`config.mk`:
```
export PLATFORM = sky130hd
export DESIGN_NAME = lpt_host_port
export DESIGN_NICKNAME = d
export VERILOG_FILES = /design/src/rtl/lpt_pkg.sv /design/src/rtl/lpt_sync.sv /design/src/rtl/lpt_pin_drive.sv /design/src/rtl/lpt_status_unit.sv /design/src/rtl/lpt_host_port.sv
export SDC_FILE = /design/constraint.sdc
export NUM_CORES = 1
export LEC_CHECK = 0
export ABC_AREA = 1
export BUFFER_PORTS_ARGS = -buffer_cell sky130_fd_sc_hd__buf_2
export CORE_AREA = 2 2 74 76
export DETAILED_ROUTE_END_ITERATION = 10
export DIE_AREA = 0 0 76 78
export GPL_ROUTABILITY_DRIVEN = 0
export PLACE_DENSITY = 0.61
export SLEW_MARGIN = 20
export SYNTH_ARGS = -nofsm -noshare
export SYNTH_HDL_FRONTEND = slang
export SYNTH_HIERARCHICAL = 1
export SYNTH_SLANG_ARGS = --single-unit
```
`constraint.sdc`:
```
create_clock -name clk -period 1.6 [get_ports clk]
set_clock_uncertainty 0.15 [all_clocks]
set_input_delay 0.08 -clock clk [delete_from_list [all_inputs] [get_ports clk]]
set_output_delay 0.08 -clock clk [all_outputs]
set_load 0.01 [all_outputs]
```
`src/rtl/lpt_pkg.sv`:
```
package lpt_pkg;
    localparam int DW       = 8;
    localparam int AW       = 2;
    localparam int CTRL_W   = 6;
    localparam int FB_W     = 5;

    localparam logic [AW-1:0] OFS_DATA   = 2'd0;
    localparam logic [AW-1:0] OFS_STATUS = 2'd1;
    localparam logic [AW-1:0] OFS_CTRL   = 2'd2;

    localparam int CB_STROBE = 0;
    localparam int CB_AUTOFD = 1;
    localparam int CB_INIT   = 2;
    localparam int CB_SELIN  = 3;
    localparam int CB_IEN    = 4;
    localparam int CB_DIR    = 5;

    typedef struct packed {
        logic [DW-1:0]     data;
        logic [CTRL_W-1:0] ctrl;
        logic [DW-1:0]     rdata;
    } host_regs_t;

    typedef struct packed {
        logic ack_prev;
        logic irq;
    } irq_state_t;
endpackage

```
`src/rtl/lpt_sync.sv`:
```
module lpt_sync #(
    parameter int W      = 1,
    parameter int STAGES = 2
) (
    input  logic         clk,
    input  logic         rst_n,
    input  logic [W-1:0] d,
    output logic [W-1:0] q
);
    logic [STAGES-1:0][W-1:0] chain_d, chain_q;

    always_comb begin
        chain_d    = chain_q;
        chain_d[0] = d;
        for (int s = 1; s < STAGES; s++) begin
            chain_d[s] = chain_q[s-1];
        end
    end

    always_ff @(posedge clk or negedge rst_n) begin
        if (!rst_n) chain_q <= '0;
        else        chain_q <= chain_d;
    end

    assign q = chain_q[STAGES-1];
endmodule

```
`src/rtl/lpt_pin_drive.sv`:
```
module lpt_pin_drive
    import lpt_pkg::*;
(
    input  logic [CTRL_W-1:0] ctrl,
    output logic              strobe,
    output logic              autofeed,
    output logic              init,
    output logic              selin,
    output logic              oe
);
    // Inverted lines: strobe, auto-feed, select-in. Init is true polarity.
    always_comb begin
        strobe   = ~ctrl[CB_STROBE];
        autofeed = ~ctrl[CB_AUTOFD];
        init     =  ctrl[CB_INIT];
        selin    = ~ctrl[CB_SELIN];
        oe       = ~ctrl[CB_DIR];
    end
endmodule

```
`src/rtl/lpt_status_unit.sv`:
```
module lpt_status_unit
    import lpt_pkg::*;
#(
    parameter int SYNC_STAGES = 2
) (
    input  logic          clk,
    input  logic          rst_n,
    input  logic          busy,
    input  logic          ack,
    input  logic          paper_out,
    input  logic          select,
    input  logic          fault,
    input  logic          ien,
    input  logic          rd_clr,
    output logic [DW-1:0] status,
    output logic          irq
);
    logic [FB_W-1:0] fb_s;
    logic            ack_fall;
    irq_state_t      st_d, st_q;

    lpt_sync #(.W(FB_W), .STAGES(SYNC_STAGES)) u_fb_sync (
        .clk   (clk),
        .rst_n (rst_n),
        .d     ({busy, ack, paper_out, select, fault}),
        .q     (fb_s)
    );

    assign ack_fall = st_q.ack_prev & ~fb_s[3];

    always_comb begin
        st_d          = st_q;
        st_d.ack_prev = fb_s[3];
        st_d.irq      = (ien & ack_fall) | (st_q.irq & ~rd_clr);
    end

    always_ff @(posedge clk or negedge rst_n) begin
        if (!rst_n) st_q <= '0;
        else        st_q <= st_d;
    end

    assign status = {~fb_s[4], fb_s[3], fb_s[2], fb_s[1], fb_s[0], st_q.irq, 2'b11};
    assign irq    = st_q.irq;

    p_irq_enable_r7: assert property (@(posedge clk) disable iff (!rst_n)
        $rose(st_q.irq) |-> $past(ien));
    p_irq_clear_r8: assert property (@(posedge clk) disable iff (!rst_n)
        (rd_clr && !(ien && ack_fall)) |=> !st_q.irq);
    p_irq_win_r8: assert property (@(posedge clk) disable iff (!rst_n)
        (rd_clr && ien && ack_fall) |=> st_q.irq);
    p_irq_hold_r7: assert property (@(posedge clk) disable iff (!rst_n)
        (st_q.irq && !rd_clr) |=> st_q.irq);
endmodule

```
`src/rtl/lpt_host_port.sv`:
```
module lpt_host_port
    import lpt_pkg::*;
#(
    parameter int SYNC_STAGES = 2
) (
    input  logic          clk,
    input  logic          rst_n,
    input  logic [AW-1:0] addr,
    input  logic          wr_en,
    input  logic          rd_en,
    input  logic [DW-1:0] wdata,
    output logic [DW-1:0] rdata,
    output logic [DW-1:0] pd_o,
    output logic          pd_oe,
    input  logic [DW-1:0] pd_i,
    output logic          pin_strobe,
    output logic          pin_autofeed,
    output logic          pin_init,
    output logic          pin_selin,
    input  logic          pin_busy,
    input  logic          pin_ack,
    input  logic          pin_paper_out,
    input  logic          pin_select,
    input  logic          pin_fault,
    output logic          irq
);
    host_regs_t    r_d, r_q;
    logic [DW-1:0] pd_s;
    logic [DW-1:0] status_byte;
    logic          rd_clr;

    assign rd_clr = rd_en && (addr == OFS_STATUS);

    lpt_sync #(.W(DW), .STAGES(SYNC_STAGES)) u_pd_sync (
        .clk   (clk),
        .rst_n (rst_n),
        .d     (pd_i),
        .q     (pd_s)
    );

    lpt_status_unit #(.SYNC_STAGES(SYNC_STAGES)) u_status (
        .clk       (clk),
        .rst_n     (rst_n),
        .busy      (pin_busy),
        .ack       (pin_ack),
        .paper_out (pin_paper_out),
        .select    (pin_select),
        .fault     (pin_fault),
        .ien       (r_q.ctrl[CB_IEN]),
        .rd_clr    (rd_clr),
        .status    (status_byte),
        .irq       (irq)
    );

    lpt_pin_drive u_pins (
        .ctrl     (r_q.ctrl),
        .strobe   (pin_strobe),
        .autofeed (pin_autofeed),
        .init     (pin_init),
        .selin    (pin_selin),
        .oe       (pd_oe)
    );

    always_comb begin
        r_d = r_q;
        if (wr_en) begin
            if (addr == OFS_DATA) r_d.data = wdata;
            if (addr == OFS_CTRL) r_d.ctrl = wdata[CTRL_W-1:0];
        end
        if (rd_en) begin
            unique case (addr)
                OFS_DATA:   r_d.rdata = r_q.ctrl[CB_DIR] ? pd_s : r_q.data;
                OFS_STATUS: r_d.rdata = status_byte;
                OFS_CTRL:   r_d.rdata = DW'(r_q.ctrl);
                default:    r_d.rdata = '0;
            endcase
        end
    end

    always_ff @(posedge clk or negedge rst_n) begin
        if (!rst_n) r_q <= '0;
        else        r_q <= r_d;
    end

    assign rdata = r_q.rdata;
    assign pd_o  = r_q.data;

    p_pin_polarity_r4: assert property (@(posedge clk) disable iff (!rst_n)
        (wr_en && addr == OFS_CTRL) |=>
            (pin_strobe == !$past(wdata[0])) && (pin_autofeed == !$past(wdata[1]))
            && (pin_init == $past(wdata[2])) && (pin_selin == !$past(wdata[3])));
    p_dir_oe_r5: assert property (@(posedge clk) disable iff (!rst_n)
        (wr_en && addr == OFS_CTRL) |=> (pd_oe == !$past(wdata[5])));
    p_ctrl_top_zero_r3: assert property (@(posedge clk) disable iff (!rst_n)
        (rd_en && addr == OFS_CTRL) |=> (rdata[7:6] == 2'b00));
    p_status_low_r6: assert property (@(posedge clk) disable iff (!rst_n)
        (rd_en && addr == OFS_STATUS) |=> (rdata[1:0] == 2'b11));
    p_ignored_wr_r9: assert property (@(posedge clk) disable iff (!rst_n)
        (wr_en && (addr == OFS_STATUS || addr == 2'd3)) |=> ($stable(pd_o) && $stable(pd_oe) && $stable(pin_strobe)));
    p_rdata_hold_r10: assert property (@(posedge clk) disable iff (!rst_n)
        !rd_en |=> $stable(rdata));
    p_data_load_r2: assert property (@(posedge clk) disable iff (!rst_n)
        (wr_en && addr == OFS_DATA) |=> (pd_o == $past(wdata)));
endmodule

```
### Yosys cells after proc, flatten, opt, wreduce, memory -nomap -nowiden

Index checks and enable logic that the tools add are counted.

* register bits: 50
* input port bits: 27
* logic and storage cells: 28

* equality and inequality tests: 2
* muxes and demuxes: 2
* bitwise gates (word level): 11
* reductions and logical operators: 4

Operator list (number)
* one-hot mux 8 bit (3 select lines): 1
* two-way mux 8 bit: 1
* inverter 1 bit: 7
* AND reduction 2 bit: 2
* bitwise AND 1 bit: 3
* == test 2 x 1 -> 1 bit, second input constant: 1
* == test 2 bit, second input constant: 1
* zero test 2 bit: 1
* logical AND 1 bit: 1
* bitwise OR 1 bit: 1

### Logic depth before layout (Yosys ltp)

Gate-level depths: netlist (run 1).

* depth after elaboration: 5
* depth in mapped cells: 8

### Hierarchy

The synthesis (run 1) kept the hierarchy.

By module, submodules not included
* lpt_host_port: instances 1, cells each 181, area an instance 1332.5 µm², sequential area each 550.5 µm²
* lpt_sync (u_pd_sync): instances 1, cells each 16, area an instance 400.4 µm², sequential area each 400.4 µm²
* lpt_sync (u_status.u_fb_sync): instances 1, cells each 10, area an instance 250.2 µm², sequential area each 250.2 µm²
* lpt_status_unit: instances 1, cells each 12, area an instance 100.1 µm², sequential area each 50.0 µm²
* lpt_pin_drive: instances 1, cells each 5, area an instance 22.5 µm², sequential area each 0.0 µm²

### Worst setup path before layout (run 1)

OpenSTA, ideal clock, no wires.

* kind: reg-to-reg
* from: register r_q[13] (netlist name)
* to: register r_q (netlist bit rdata[7])
* library setup time: 0.065 ns
* data arrival time: 0.880 ns
* data required time: 1.385 ns
* path slack: 0.505 ns
* cell stages (with the launch flop): 7
* path buffers: 1
* clock period less this slack: 1.095 ns
* cell sequence: dfrtp_1 > buf_2 > o21ai_0 > nand2_1 > nand2_1 > nand2_1 > nand2_1

* word-level cells in the longest chain between the ends: 2

RTL lines
* start, declared: line lpt_host_port.sv:27 `host_regs_t r_d, r_q;`
* start signal, assigned: line lpt_host_port.sv:82 `else r_q <= r_d;`
* two-way mux 8 bit: line lpt_host_port.sv:72 `OFS_DATA: r_d.rdata = r_q.ctrl[CB_DIR] ? pd_s : r_q.data;`
* one-hot mux 8 bit (3 select lines): line lpt_host_port.sv:71 `unique case (addr)`

Every way passes these cells.
A chain may end at the register's enable or synchronous reset.

### Final worst setup path (run 1)

* from: register r_q[13] (netlist name)
* to: register r_q (netlist bit rdata[6])

Same word-level chain as after synthesis.

==> results of run 1 <==
-- report_power, final --
group	internal (mW)	switching, mW
clock network	0.466	0.398
logic	0.212	0.266
registers	1.39	0.0859
-- Yosys cell counts --
master,instances
inv_1,34
o21ai_0,7
buf_2,3
inv_6,1
conb_1,1
o21ai_2,6
nand3_1,24
buf_4,21
dfrtp_1,50
nand2_4,1
buf_6,2
nor2_1,1
nor3_1,1
a21oi_2,1
nor2_8,1
nand2_1,69
inv_2,1
-- cells by family (layout without fill, tap and decap cells) --
logic type	count (synthesis)	after routing	share of synthesized area
AO/OA/AOI/OAI	14	14	0.04575
buffers and inverters	62	117	0.1592
flip-flops	50	50	0.5942
other	1	2	0.001781
AND/OR/NAND/NOR	97	97	0.1990
-- metrics by stage --
step	total power, mW	worst slack [ps]	std cells
4_1_cts	2.851	255.7	350
3_5_place_dp	1.942	269.4	318
6_report	2.816	255.7	350
3_3_place_gp	1.936	327.3	318
5_1_grt	2.969	128.3	350
2_1_floorplan	1.839	505.4	225
-- worst max-delay path: stages, from the launching register on --
cell and delay [ps]:
dfrtp_1 560, inv_1 200, nand2_1 100, nand2_1 60
nand3_1 80, nand3_1 80
-- worst paths after layout --
path                                         end  slack (ps)            startpoint  depth (start not counted)
setup reg to reg                        rdata[6]         260               r_q[13]                          5
setup / recovery                        rdata[6]         260               r_q[13]                          5
min in group asynchronous  u_pd_sync/chain_d[13]         130                 rst_n                          3
hold / removal                           pd_o[5]          50                 wr_en                          3
max in group asynchronous                 r_q[8]         940                 rst_n                          3
hold reg to reg                   u_pd_sync/q[0]         200  u_pd_sync/chain_d[8]                          0
-- state kept, by name, summed over array words and instances, names as in the netlist --
register                    flops
pd_o                            8
u_pd_sync/q                     8
r_q                             6
rdata                           8
u_status/irq                    1
u_status/st_q                   1
u_status/u_fb_sync/chain_d      5
u_pd_sync/chain_d               8
u_status/u_fb_sync/q            5
-- cell type report --
class                           instances  area (um^2)  area share
Clock inverter                          2        37.54     0.01437
Sequential cell                        50         1251      0.4789
Inverter                               36        140.1     0.05364
Multi-Input combinational cell        113        523.0      0.2002
Timing Repair Buffer                   73        500.5      0.1916
Clock buffer                            6        72.57     0.02778
Tap cell                               70        87.58     0.03352
-- per-layer routing --
metal,track usage,vias up
met3,0.04884,5
met5,0,-
li1,-,759
met2,0.2446,38
met4,0.05455,0
met1,0.1689,701
==> flow_metrics.env, run 1 <==
export IMPL_grt_total_usage=0.1437
export IMPL_yosysSeqAreaShare=0.5942
export IMPL_dr_first_iter_drc_count=96
export IMPL_synth_cell_type_count=17
export IMPL_die_w_um=76
export IMPL_grt_overflow=0
export IMPL_final_setup_tns_ps=0
export IMPL_vias=1503
export IMPL_post_dp_cell_area_mm2=0.002262
export IMPL_row_count=26
export IMPL_fin_hold_ws_ps=49.85
export IMPL_ant_nets=0
export IMPL_core_mm2=0.005042
export IMPL_netlist_area_mm2=0.002106
export IMPL_cts_buffer_depth=2
export IMPL_yosysTopAreaCellShare=0.5942
export IMPL_ys_warn_count=6
export IMPL_final_util=0.5181
export IMPL_clockRootBuffer="clkbuf_8"
export IMPL_postCtsSetupBuffers=0
export IMPL_start_util=0.4176
export IMPL_ios=49
export IMPL_route_met2_wl_um=1897
export IMPL_die_area_mm2=0.005928
export IMPL_fillers=478
export IMPL_endpoint_kind="flop"
export IMPL_post_route_period_util=0.8402
export IMPL_final_cell_mix="nand2_1 (69), dfrtp_1 (50), buf_2 (48)"
export IMPL_wl_met1_um=1795
export IMPL_status="finished clean"
export IMPL_met3_wirelength_um=205
export IMPL_antenna_found_initial=0
export IMPL_path_class="reg2reg"
export IMPL_drive_above_1_share=0.2393
export IMPL_ir_worst_vdd_mv=0.6890
export IMPL_fin_crit_ps=1344
export IMPL_finalMaxSlewViolations=0
export IMPL_worstPathMaxFanout=13
export IMPL_drc=0
export IMPL_avgSynthCellArea_um2=9.401
export IMPL_start_kind="flop"
export IMPL_maxCapViolations=0
export IMPL_hold_violations=0
export IMPL_syn_to_final_growth_pct=24.06
export IMPL_synth_top_area_cell="dfrtp_1"
export IMPL_setup_viol=0
export IMPL_final_cell_area_mm2=0.002613
export IMPL_layout_commonest_cell="nand2_1"
export IMPL_top_layer_used="met4"
export IMPL_io_buffers=48
export IMPL_grt_pass1_vias=1508
export IMPL_die_y_um=78
export IMPL_drtPass1Iterations=4
export IMPL_hold_buffers=24
export IMPL_dp_hpwl_um=2704
export IMPL_cts_max_level=2
export IMPL_cts_tree="built"
export IMPL_hold_path_class="in2reg"
export IMPL_rsz0062_at_grt="false"
export IMPL_p_leak_nw=1.422
export IMPL_wl_per_cell_um=11.26
export IMPL_num_antenna_cells=0
export IMPL_powerDensity_mw_per_mm2=1078
export IMPL_fmax_ghz=0.7439
export IMPL_yosys_top_cells_area="dfrtp_1 (59%), nand2_1 (12%), buf_4 (7.5%)"
export IMPL_grt_pass1_wl_um=6658
export IMPL_viasPerCell=4.294
export IMPL_post_cts_resized=0
export IMPL_ys_ff_latch=50
export IMPL_grt_max_degree=51
export IMPL_cp_required_ps=1640
export IMPL_clk_transition_reported_paths_ps=90
export IMPL_cts_made_buffers=5
export IMPL_worstSkewPairLatency_ps=300
export IMPL_layout_nets=306
export IMPL_clock_sinks=50
export IMPL_wl_um=3941
export IMPL_synthesis_instances=224
export IMPL_crit_arrival_ps=1380
Note: power is estimated with default switching activity, not from simulation.
==> run 2, diff against run 1 <==
==> constraint.sdc (replaced) <==
create_clock -name clk -period 1.3 [get_ports clk]
set_clock_uncertainty 0.15 [all_clocks]
set_input_delay 0.065 -clock clk [delete_from_list [all_inputs] [get_ports clk]]
set_output_delay 0.065 -clock clk [all_outputs]
set_load 0.01 [all_outputs]
==> flow_metrics.env, run 2 (synthesized netlist as in run 1, its figures left out) <==
export IMPL_antenna_found_initial=0
export IMPL_wl_um=4054
export IMPL_drtPass1Iterations=4
export IMPL_grt_total_usage=0.1490
export IMPL_grt_pass1_wl_um=6872
export IMPL_crit_arrival_ps=1030
export IMPL_power_mw=3.280
export IMPL_status="finished clean"
export IMPL_num_antenna_cells=0
export IMPL_clockRootBuffer="clkbuf_8"
export IMPL_fillers=476
export IMPL_cts_made_buffers=5
export IMPL_cts_tree="built"
export IMPL_dp_hpwl_um=2782
export IMPL_layout_nets=309
export IMPL_cts_max_level=2
export IMPL_drc=0
export IMPL_final_setup_tns_ps=0
export IMPL_ios=49
export IMPL_rsz0062_at_grt="false"
export IMPL_clock_sinks=50
export IMPL_grt_overflow=0
export IMPL_powerDensity_mw_per_mm2=1256
export IMPL_final_cell_mix="nand2_1 (69), dfrtp_1 (50), buf_2 (48)"
export IMPL_layout_commonest_cell="nand2_1"
export IMPL_grt_max_degree=51
export IMPL_endpoint_kind="primary output"
export IMPL_io_buffers=48
export IMPL_die_y_um=78
export IMPL_syn_to_final_growth_pct=24.00
export IMPL_start_util=0.4176
export IMPL_core_mm2=0.005042
export IMPL_hold_path_class="in2reg"
export IMPL_fin_crit_ps=1247
export IMPL_ant_nets=0
export IMPL_path_class="reg2out"
export IMPL_dr_first_iter_drc_count=124
export IMPL_row_count=26
export IMPL_die_area_mm2=0.005928
export IMPL_die_w_um=76
export IMPL_cts_buffer_depth=2
export IMPL_vias=1529
export IMPL_post_route_period_util=0.9593
export IMPL_final_cells=351
export IMPL_fmax_ghz=0.8019
export IMPL_ir_worst_vdd_mv=0.9166
export IMPL_finalMaxSlewViolations=0
export IMPL_cp_required_ps=1090
export IMPL_viasPerCell=4.356
export IMPL_worstSkewPairLatency_ps=290
export IMPL_hold_violations=0
export IMPL_grt_pass1_vias=1497
export IMPL_worstPathMaxFanout=5
export IMPL_setup_viol=0
export IMPL_drive_above_1_share=0.2456
export IMPL_start_kind="flop"
export IMPL_p_leak_nw=1.432
export IMPL_wl_per_cell_um=11.55
export IMPL_maxCapViolations=0
export IMPL_clk_transition_reported_paths_ps=80
export IMPL_placedCellCount=321
-- run 2: changes by cell type in the layout (fill, tap and decap cells not counted), sizes merged --
cell,delta
clkinvlp,-1
bufinv,-1
buf,+3
-- run 2: worst paths after layout --
check	from	endpoint	slack (ps)	cells past startpoint
min in group asynchronous	rst_n	u_pd_sync/chain_d[11]	140	3
worst min register to register	u_pd_sync/chain_d[12]	u_pd_sync/q[4]	200	0
worst max register to register	r_q[13]	rdata[1]	110	6
worst min-delay path	wr_en	pd_o[3]	40	3
worst max-delay path	r_q[13]	pd_oe	50	3
max in group asynchronous	rst_n	rdata[6]	650	3
-- run 2: layer usage --
layer / vias to the layer above / share of wire / global-route usage
li1: 765 / - / -
met1: 712 / 0.43 / 0.1803
met2: 45 / 0.50 / 0.2500
met3: 7 / 0.052 / 0.04419
met4: 0 / 0.018 / 0.06182
met5: - / 0 / 0
-- run 2: area by class of cell --
cell class	instances	area, um^2	area share
Clock buffer	6	82.58	0.03162
Inverter	36	140.1	0.05367
Multi-Input combinational cell	113	523.0	0.2003
Sequential cell	50	1251	0.4792
Tap cell	70	87.58	0.03354
Timing Repair Buffer	76	526.8	0.2017
-- run 2: critical path, cell delays in order (launching register included) --
cell	delay (ps)
dfrtp_1	430
buf_6	140
inv_1	50
buf_2	120
-- run 2: stage by stage --
stage / setup WS [ps] / utilization / hold slack [ps] / area (um^2)
after floorplan: 205.4 / - / -380.6 / 2110
after global placement: 39.33 / 0.4531 / -77.85 / 2285
after detailed placement: -1.189 / 0.4531 / -80.32 / 2285
after CTS: 35.19 / 0.5171 / 32.53 / 2608
after global routing: 0.1199 / 0.5179 / 55.47 / 2611
final: 52.88 / 0.5179 / 41.49 / 2611
-- run 2: report_power, final --
part	leakage, nW	internal (mW)	switching, mW	total (mW)
Sequential	0.603	1.71	0.100	1.81
Clock	0.0431	0.410	0.439	0.850
Combinational	0.785	0.279	0.342	0.622
-- run 2: what timing repair did --
| item | in CTS | in global routing |
|---|---|---|
| setup endpoints to repair | 0 | 1 |
| setup buffers | 0 | 0 |
| hold buffers | 24 | 0 |
| resized for setup | 0 | 1 |
| hold endpoints to repair | 84 | 0 |
